`config.mk`:
```
export PLATFORM = sky130hd
export DESIGN_NAME = sep_erase_ctrl
export DESIGN_NICKNAME = d
export VERILOG_FILES = /design/src/rtl/sep_pkg.sv /design/src/rtl/sep_tick_gen.sv /design/src/rtl/sep_span_cnt.sv /design/src/rtl/sep_frame_shifter.sv /design/src/rtl/sep_erase_ctrl.sv
export SDC_FILE = /design/constraint.sdc
export NUM_CORES = 1
export LEC_CHECK = 0
export BUFFER_PORTS_ARGS = -buffer_cell sky130_fd_sc_hd__buf_2
export CAP_MARGIN = 25
export CORE_MARGIN = 2
export CORE_UTILIZATION = 58
export CTS_CLUSTER_DIAMETER = 100
export DETAILED_ROUTE_END_ITERATION = 8
export PLACE_DENSITY = 0.85
export SKIP_CTS_REPAIR_TIMING = 1
export SYNTH_ARGS = -nofsm -noshare
export SYNTH_HDL_FRONTEND = slang
export SYNTH_SLANG_ARGS = --single-unit
```
`constraint.sdc`:
```
create_clock -name clk_i -period 4.1 [get_ports clk_i]
set_input_delay 0.615 -clock clk_i [delete_from_list [all_inputs] [get_ports clk_i]]
set_output_delay 0.615 -clock clk_i [all_outputs]
set_load 0.005 [all_outputs]
```
`src/rtl/sep_pkg.sv`:
```
package sep_pkg;
  typedef enum logic [2:0] {
    ST_IDLE,
    ST_SHIFT,
    ST_TAIL,
    ST_GAP,
    ST_POLL,
    ST_CLEAR
  } sep_state_e;
endpackage

```
`src/rtl/sep_tick_gen.sv`:
```
module sep_tick_gen #(
  parameter int unsigned DIV_HALF = 4
) (
  input  logic clk_i,
  input  logic rst_ni,
  input  logic en_i,
  output logic tick_o
);
  localparam int unsigned CW = (DIV_HALF > 1) ? $clog2(DIV_HALF) : 1;

  logic [CW-1:0] cnt_q;

  assign tick_o = en_i && (cnt_q == CW'(DIV_HALF - 1));

  always_ff @(posedge clk_i or negedge rst_ni) begin
    if (!rst_ni)              cnt_q <= '0;
    else if (!en_i || tick_o) cnt_q <= '0;
    else                      cnt_q <= cnt_q + 1'b1;
  end
endmodule

```
`src/rtl/sep_span_cnt.sv`:
```
module sep_span_cnt #(
  parameter int unsigned LIMIT = 16
) (
  input  logic clk_i,
  input  logic rst_ni,
  input  logic clr_i,
  input  logic inc_i,
  output logic hit_o
);
  localparam int unsigned CW = $clog2(LIMIT + 1);

  logic [CW-1:0] cnt_q;

  assign hit_o = inc_i && (cnt_q == CW'(LIMIT - 1));

  always_ff @(posedge clk_i or negedge rst_ni) begin
    if (!rst_ni)             cnt_q <= '0;
    else if (clr_i || hit_o) cnt_q <= '0;
    else if (inc_i)          cnt_q <= cnt_q + 1'b1;
  end
endmodule

```
`src/rtl/sep_frame_shifter.sv`:
```
module sep_frame_shifter #(
  parameter int unsigned FRAME_W = 10
) (
  input  logic               clk_i,
  input  logic               rst_ni,
  input  logic               load_i,
  input  logic [FRAME_W-1:0] frame_i,
  input  logic               shift_i,
  output logic               bit_o,
  output logic               last_o
);
  localparam int unsigned IW = $clog2(FRAME_W);

  logic [FRAME_W-1:0] sr_q;
  logic [IW-1:0]      idx_q;

  assign bit_o  = sr_q[FRAME_W-1];
  assign last_o = (idx_q == IW'(FRAME_W - 1));

  always_ff @(posedge clk_i or negedge rst_ni) begin
    if (!rst_ni) begin
      sr_q  <= '0;
      idx_q <= '0;
    end else if (load_i) begin
      sr_q  <= frame_i;
      idx_q <= '0;
    end else if (shift_i) begin
      sr_q  <= {sr_q[FRAME_W-2:0], 1'b0};
      idx_q <= idx_q + 1'b1;
    end
  end
endmodule

```
`src/rtl/sep_erase_ctrl.sv`:
```
module sep_erase_ctrl
  import sep_pkg::*;
#(
  parameter int unsigned ADDR_W    = 7,
  parameter int unsigned DIV_HALF  = 4,
  parameter int unsigned CLK_NS    = 5,
  parameter int unsigned CS_LOW_NS = 250,
  parameter int unsigned MAX_POLLS = 64
) (
  input  logic              clk_i,
  input  logic              rst_ni,
  input  logic              start_i,
  input  logic [ADDR_W-1:0] addr_i,
  input  logic              early_mode_i,
  output logic              busy_o,
  output logic              done_o,
  output logic              timeout_o,
  output logic              cs_o,
  output logic              sck_o,
  output logic              di_o,
  input  logic              do_i
);
  localparam int unsigned FRAME_W    = ADDR_W + 3;
  localparam int unsigned CS_LOW_RAW = (CS_LOW_NS + CLK_NS - 1) / CLK_NS;
  localparam int unsigned CS_LOW_CYC = (CS_LOW_RAW == 0) ? 1 : CS_LOW_RAW;

  sep_state_e state_q;
  logic cs_q, sck_q, early_q, ph_q, done_q, tmo_q;
  logic tick, tick_en, load, shift, sr_bit, sr_last;
  logic gap_hit, poll_sample, poll_hit;

  assign tick_en     = state_q inside {ST_SHIFT, ST_TAIL, ST_POLL, ST_CLEAR};
  assign load        = (state_q == ST_IDLE) && start_i;
  // falling serial edge advances the frame; the final bit is held through the tail
  assign shift       = (state_q == ST_SHIFT) && tick && sck_q && !sr_last;
  assign poll_sample = (state_q == ST_POLL) && tick && ph_q;

  sep_tick_gen #(.DIV_HALF(DIV_HALF)) i_tick (
    .clk_i, .rst_ni, .en_i(tick_en), .tick_o(tick)
  );

  sep_frame_shifter #(.FRAME_W(FRAME_W)) i_shift (
    .clk_i, .rst_ni, .load_i(load), .frame_i({3'b111, addr_i}),
    .shift_i(shift), .bit_o(sr_bit), .last_o(sr_last)
  );

  sep_span_cnt #(.LIMIT(CS_LOW_CYC)) i_gap (
    .clk_i, .rst_ni, .clr_i(state_q != ST_GAP), .inc_i(state_q == ST_GAP),
    .hit_o(gap_hit)
  );

  sep_span_cnt #(.LIMIT(MAX_POLLS)) i_poll (
    .clk_i, .rst_ni, .clr_i(state_q == ST_IDLE), .inc_i(poll_sample && !do_i),
    .hit_o(poll_hit)
  );

  always_ff @(posedge clk_i or negedge rst_ni) begin
    if (!rst_ni) begin
      state_q <= ST_IDLE;
      cs_q    <= 1'b0;
      sck_q   <= 1'b0;
      early_q <= 1'b0;
      ph_q    <= 1'b0;
      done_q  <= 1'b0;
      tmo_q   <= 1'b0;
    end else begin
      done_q <= 1'b0;
      tmo_q  <= 1'b0;
      unique case (state_q)
        ST_IDLE: if (start_i) begin
          cs_q    <= 1'b1;
          sck_q   <= 1'b0;
          early_q <= early_mode_i;
          state_q <= ST_SHIFT;
        end
        ST_SHIFT: if (tick) begin
          sck_q <= ~sck_q;
          if (sck_q && sr_last) begin
            if (early_q) begin
              cs_q    <= 1'b0;
              state_q <= ST_GAP;
            end else begin
              state_q <= ST_TAIL;
            end
          end
        end
        ST_TAIL: if (tick) begin
          cs_q    <= 1'b0;
          state_q <= ST_GAP;
        end
        ST_GAP: if (gap_hit) begin
          cs_q    <= 1'b1;
          ph_q    <= 1'b0;
          state_q <= ST_POLL;
        end
        ST_POLL: if (tick) begin
          ph_q <= ~ph_q;
          if (ph_q) begin
            if (do_i) begin
              state_q <= ST_CLEAR;
            end else if (poll_hit) begin
              cs_q    <= 1'b0;
              tmo_q   <= 1'b1;
              state_q <= ST_IDLE;
            end
          end
        end
        ST_CLEAR: if (tick) begin
          sck_q <= ~sck_q;
          if (sck_q) begin
            cs_q    <= 1'b0;
            done_q  <= 1'b1;
            state_q <= ST_IDLE;
          end
        end
        default: state_q <= ST_IDLE;
      endcase
    end
  end

  always_comb begin
    unique case (state_q)
      ST_SHIFT, ST_TAIL: di_o = sr_bit;
      ST_CLEAR:          di_o = 1'b1;
      default:           di_o = 1'b0;
    endcase
  end

  assign busy_o    = (state_q != ST_IDLE);
  assign done_o    = done_q;
  assign timeout_o = tmo_q;
  assign cs_o      = cs_q;
  assign sck_o     = sck_q;
endmodule

```
==> key figures <==
Outcome
  • Status: finished clean

Routing
  • Vias per cell: 5.50
  • 1st-pass router iterations: 4
  • Final wirelength: 3470 um
  • DR iter-0 viols: 95
  • Top layer in use: met4
  • Drc violations: 0
  • Via count: 1,462
  • Post-DRT Antenna Nets: 0
  • Metal2 WL: 1610 um
  • Wire length on met1: 1620 um
  • Met3 WL: 165 um
  • Post-DR wirelength/cell: 13.0 um

Cells and area
  • Fillers: 282
  • Fin util: 0.640
  • Final #Nets: 239
  • Synth-to-layout area growth: 8.03%
  • Final Instance Count excl. Fillers: 266
  • Share of cells above drive strength 1: 0.150
  • Multi-input logic area: 936 um^2
  • Flip-flop and latch area: 951 um^2
  • # diodes: 0

STA
  • Crit path time final: 2.24 ns
  • RSZ-0062 raised after global routing: false
  • Final hold violation count: 0
  • Final Cycle Share: 0.547
  • Setup TNS Final: 0 ns
  • PnR worst setup slack: 1.86 ns
  • Worst slew pin tran: 0.807 ns
  • Max Transition Viols Final: 0
  • Fmax: 446 MHz
  • Setup Viol. Count Final: 0
  • Max_slew headroom: 0.462
  • Layout Skew: 0.00979 ns

Power
  • Comb power frac: 0.024
  • Leakage power: 0.000974 uW
  • Pwr per Cell Area: 277 mW/mm^2
  • Maximum VDD drop: 193 uV
  • Switching pwr: 125 uW
  • Int Power: 457 uW
  • Register share of total power: 0.645
  • Overall power: 582 uW
  • Part of the power in the clock network: 0.331
  • Switching share of power: 0.215

Setup path
  • Buffers and inverters on the worst path: 0
  • CP Capture Type: register
  • Max incr delay on CP: 0.72 ns
  • CP delay by family, top: simple AND/OR/NAND/NOR gates
  • Flop-to-flop setup slack: 1.86 ns
  • CP required: 4.34 ns
  • Critical-path cell list: nand3_1 -> nor4_4 -> or3b_1 -> nor3b_2 -> mux2_1
  • Worst reg2reg path depth: 5
  • FF-to-FF Start: state_q[2]
  • CP Class: reg -> reg
  • Reg2reg end: cs_o
  • Crit-path slowest cell: dfrtp_1
  • Number of stages on the worst setup path: 5
  • Worst Setup Start Kind: register
  • CP Max Fanout: 16
  • Arr. time, crit path: 2.49 ns

Floorplanning
  • # rows: 21
  • Overall die area: 0.00384 mm^2
  • Ports: 18
  • Starting density of the core: 0.593
  • Die X: 61.9 um
  • Core Area: 0.00328 mm^2
  • DIE HEIGHT: 61.9 um

Synth
  • Synth area leaders: dfrtp_1, nand2_1, nor2_1, ha_1, nand3_1
  • YS warnings: 0
  • Most common flop cell mapped by yosys: dfrtp_1
  • Seq/Total Area, Yosys: 0.488
  • Leading area contributor after synthesis: dfrtp_1
  • Distinct cells, synth: 44
  • Post-synth top area share: 0.488
  • #FFs+latches synth: 38
  • Post-synth EDFFs: 0
  • Mapped Avg Cell Area: 9.50 um^2
  • Post-Syn Nets: 223
  • Synthesized area: 0.00195 mm^2
  • Cells after synthesis: 205
  • Async SR Flop Fraction: 1.00

Clocking
  • Skew-Pair Late Insertion Delay: 0.35 ns
  • Max H-tree Level: 2
  • CTS sink cnt: 38
  • Max clock buf depth: 2
  • Clk root buf: clkbuf_4
  • CTS Buf Count: 5
  • CTS tree: done
  • Reg clk slew, reported paths: 0.11 ns

Global routing
  • Grt total ovfl: 0
  • Initial antenna violation count: 0
  • Global-route total usage across every layer: 0.217
  • First-pass GRT wire length: 5930 um
  • Largest net degree at the start of global routing: 39
  • Vias in the first global route: 1,307

Place
  • GPL Wtd Cong: 0.832
  • Setup WS pre-CTS: 1.81 ns
  • Dpl cells: 260
  • I/O Buffers: 17
  • Placed wire-length estimate: 2440 um

Run
  • MaxCap Viol Count: 0

Min path
  • Worst Hold Class: in -> async
==> sequential cells by signal, indices dropped and copies added (netlist names), 2 cells and up <==
signal,cells
state_q,3
i_tick.cnt_q,2
i_shift.sr_q,10
i_gap.cnt_q,6
i_shift.idx_q,4
i_poll.cnt_q,7
==> routing by layer <==
metal,track usage,up-vias
met3,0.0435,7
met2,0.322,34
met5,0,-
li1,-,730
met4,0.100,0
met1,0.309,691
==> cell type report <==
cell class                 instances  area share
inverter                           6      0.0107
sequential                        38       0.452
timing repair buffer              17      0.0405
multi-input combinational        153       0.445
tap                               46      0.0274
clock buffer                       6      0.0244
==> worst max path at each step <==
stage / slack [ns] / end / from
finish: 1.86 / cs_o / state_q[2]
global route: 1.63 / cs_o / state_q[2]
global placement: 1.84 / cs_o / do_i
floorplan: 2.04 / cs_o / do_i
CTS: 1.87 / cs_o / state_q[2]
detailed placement: 1.81 / cs_o / do_i
==> worst reg2reg max path: stages (launching register included) <==
cell	delay, ns
dfrtp_1	0.72
nand3_1	0.32
nor4_4	0.43
or3b_1	0.19
nor3b_2	0.16
mux2_1	0.33
==> layout by cell type, fill, tap and decap left out, drive strengths merged, types with 2 or more instances in the layout <==
master / netlist / final
a21oi: 7 / 7
a31oi: 6 / 6
and2: 2 / 2
and3: 3 / 3
buf: 6 / 17
clkbuf: 2 / 6
dfrtp: 38 / 38
ha: 6 / 6
inv: 6 / 6
mux2i: 2 / 2
nand2: 35 / 35
nand2b: 3 / 3
nand3: 11 / 11
nand3b: 3 / 3
nand4: 3 / 3
nand4b: 2 / 2
nor2: 26 / 26
nor2b: 4 / 4
nor3: 2 / 2
nor3b: 2 / 2
nor4: 2 / 2
o21ai: 9 / 9
or2: 2 / 2
or3: 2 / 2
xnor2: 4 / 4
xor2: 6 / 6
==> power by group through the flow <==
stage                     clock (uW)  combinational (uW)  sequential [uW]
final                            193                13.7              376
after global routing             216                16.4              376
after CTS                        196                14.7              376
after floorplan                    0                1.29              383
after global placement             0                14.5              383
after detailed placement           0                14.8              383
==> cell usage after synthesis (all sizes together) (3+ instances only) <==
cell and number:
a21oi 7, a31oi 6, and3 3, buf 6
dfrtp 38, ha 6, inv 6, nand2 35
nand2b 3, nand3 11, nand3b 3, nand4 3
nor2 26, nor2b 4, o21ai 9, xnor2 4
xor2 6
==> logic make-up (layout without fill, tap and decap cells) <==
logic type / count (synthesis) / after routing / share of synthesized area
DFF: 38 / 38 / 0.488
buffers and inverters: 14 / 29 / 0.0308
adders and majority gates: 6 / 6 / 0.0386
and+or+nand+nor: 104 / 104 / 0.282
muxes: 3 / 3 / 0.0161
AOI/OAI and AO/OA: 30 / 30 / 0.0996
xor gates and xnor gates: 10 / 10 / 0.0450
==> through the flow <==
stage | hold slack (ns) | cell area (um^2)
floorplan | 0.319 | 1950
global placement | 0.421 | 2050
detailed placement | 0.427 | 2050
CTS | 0.376 | 2100
global route | 0.421 | 2100
finish | 0.353 | 2100
Note: power is estimated with default switching activity, not from simulation.
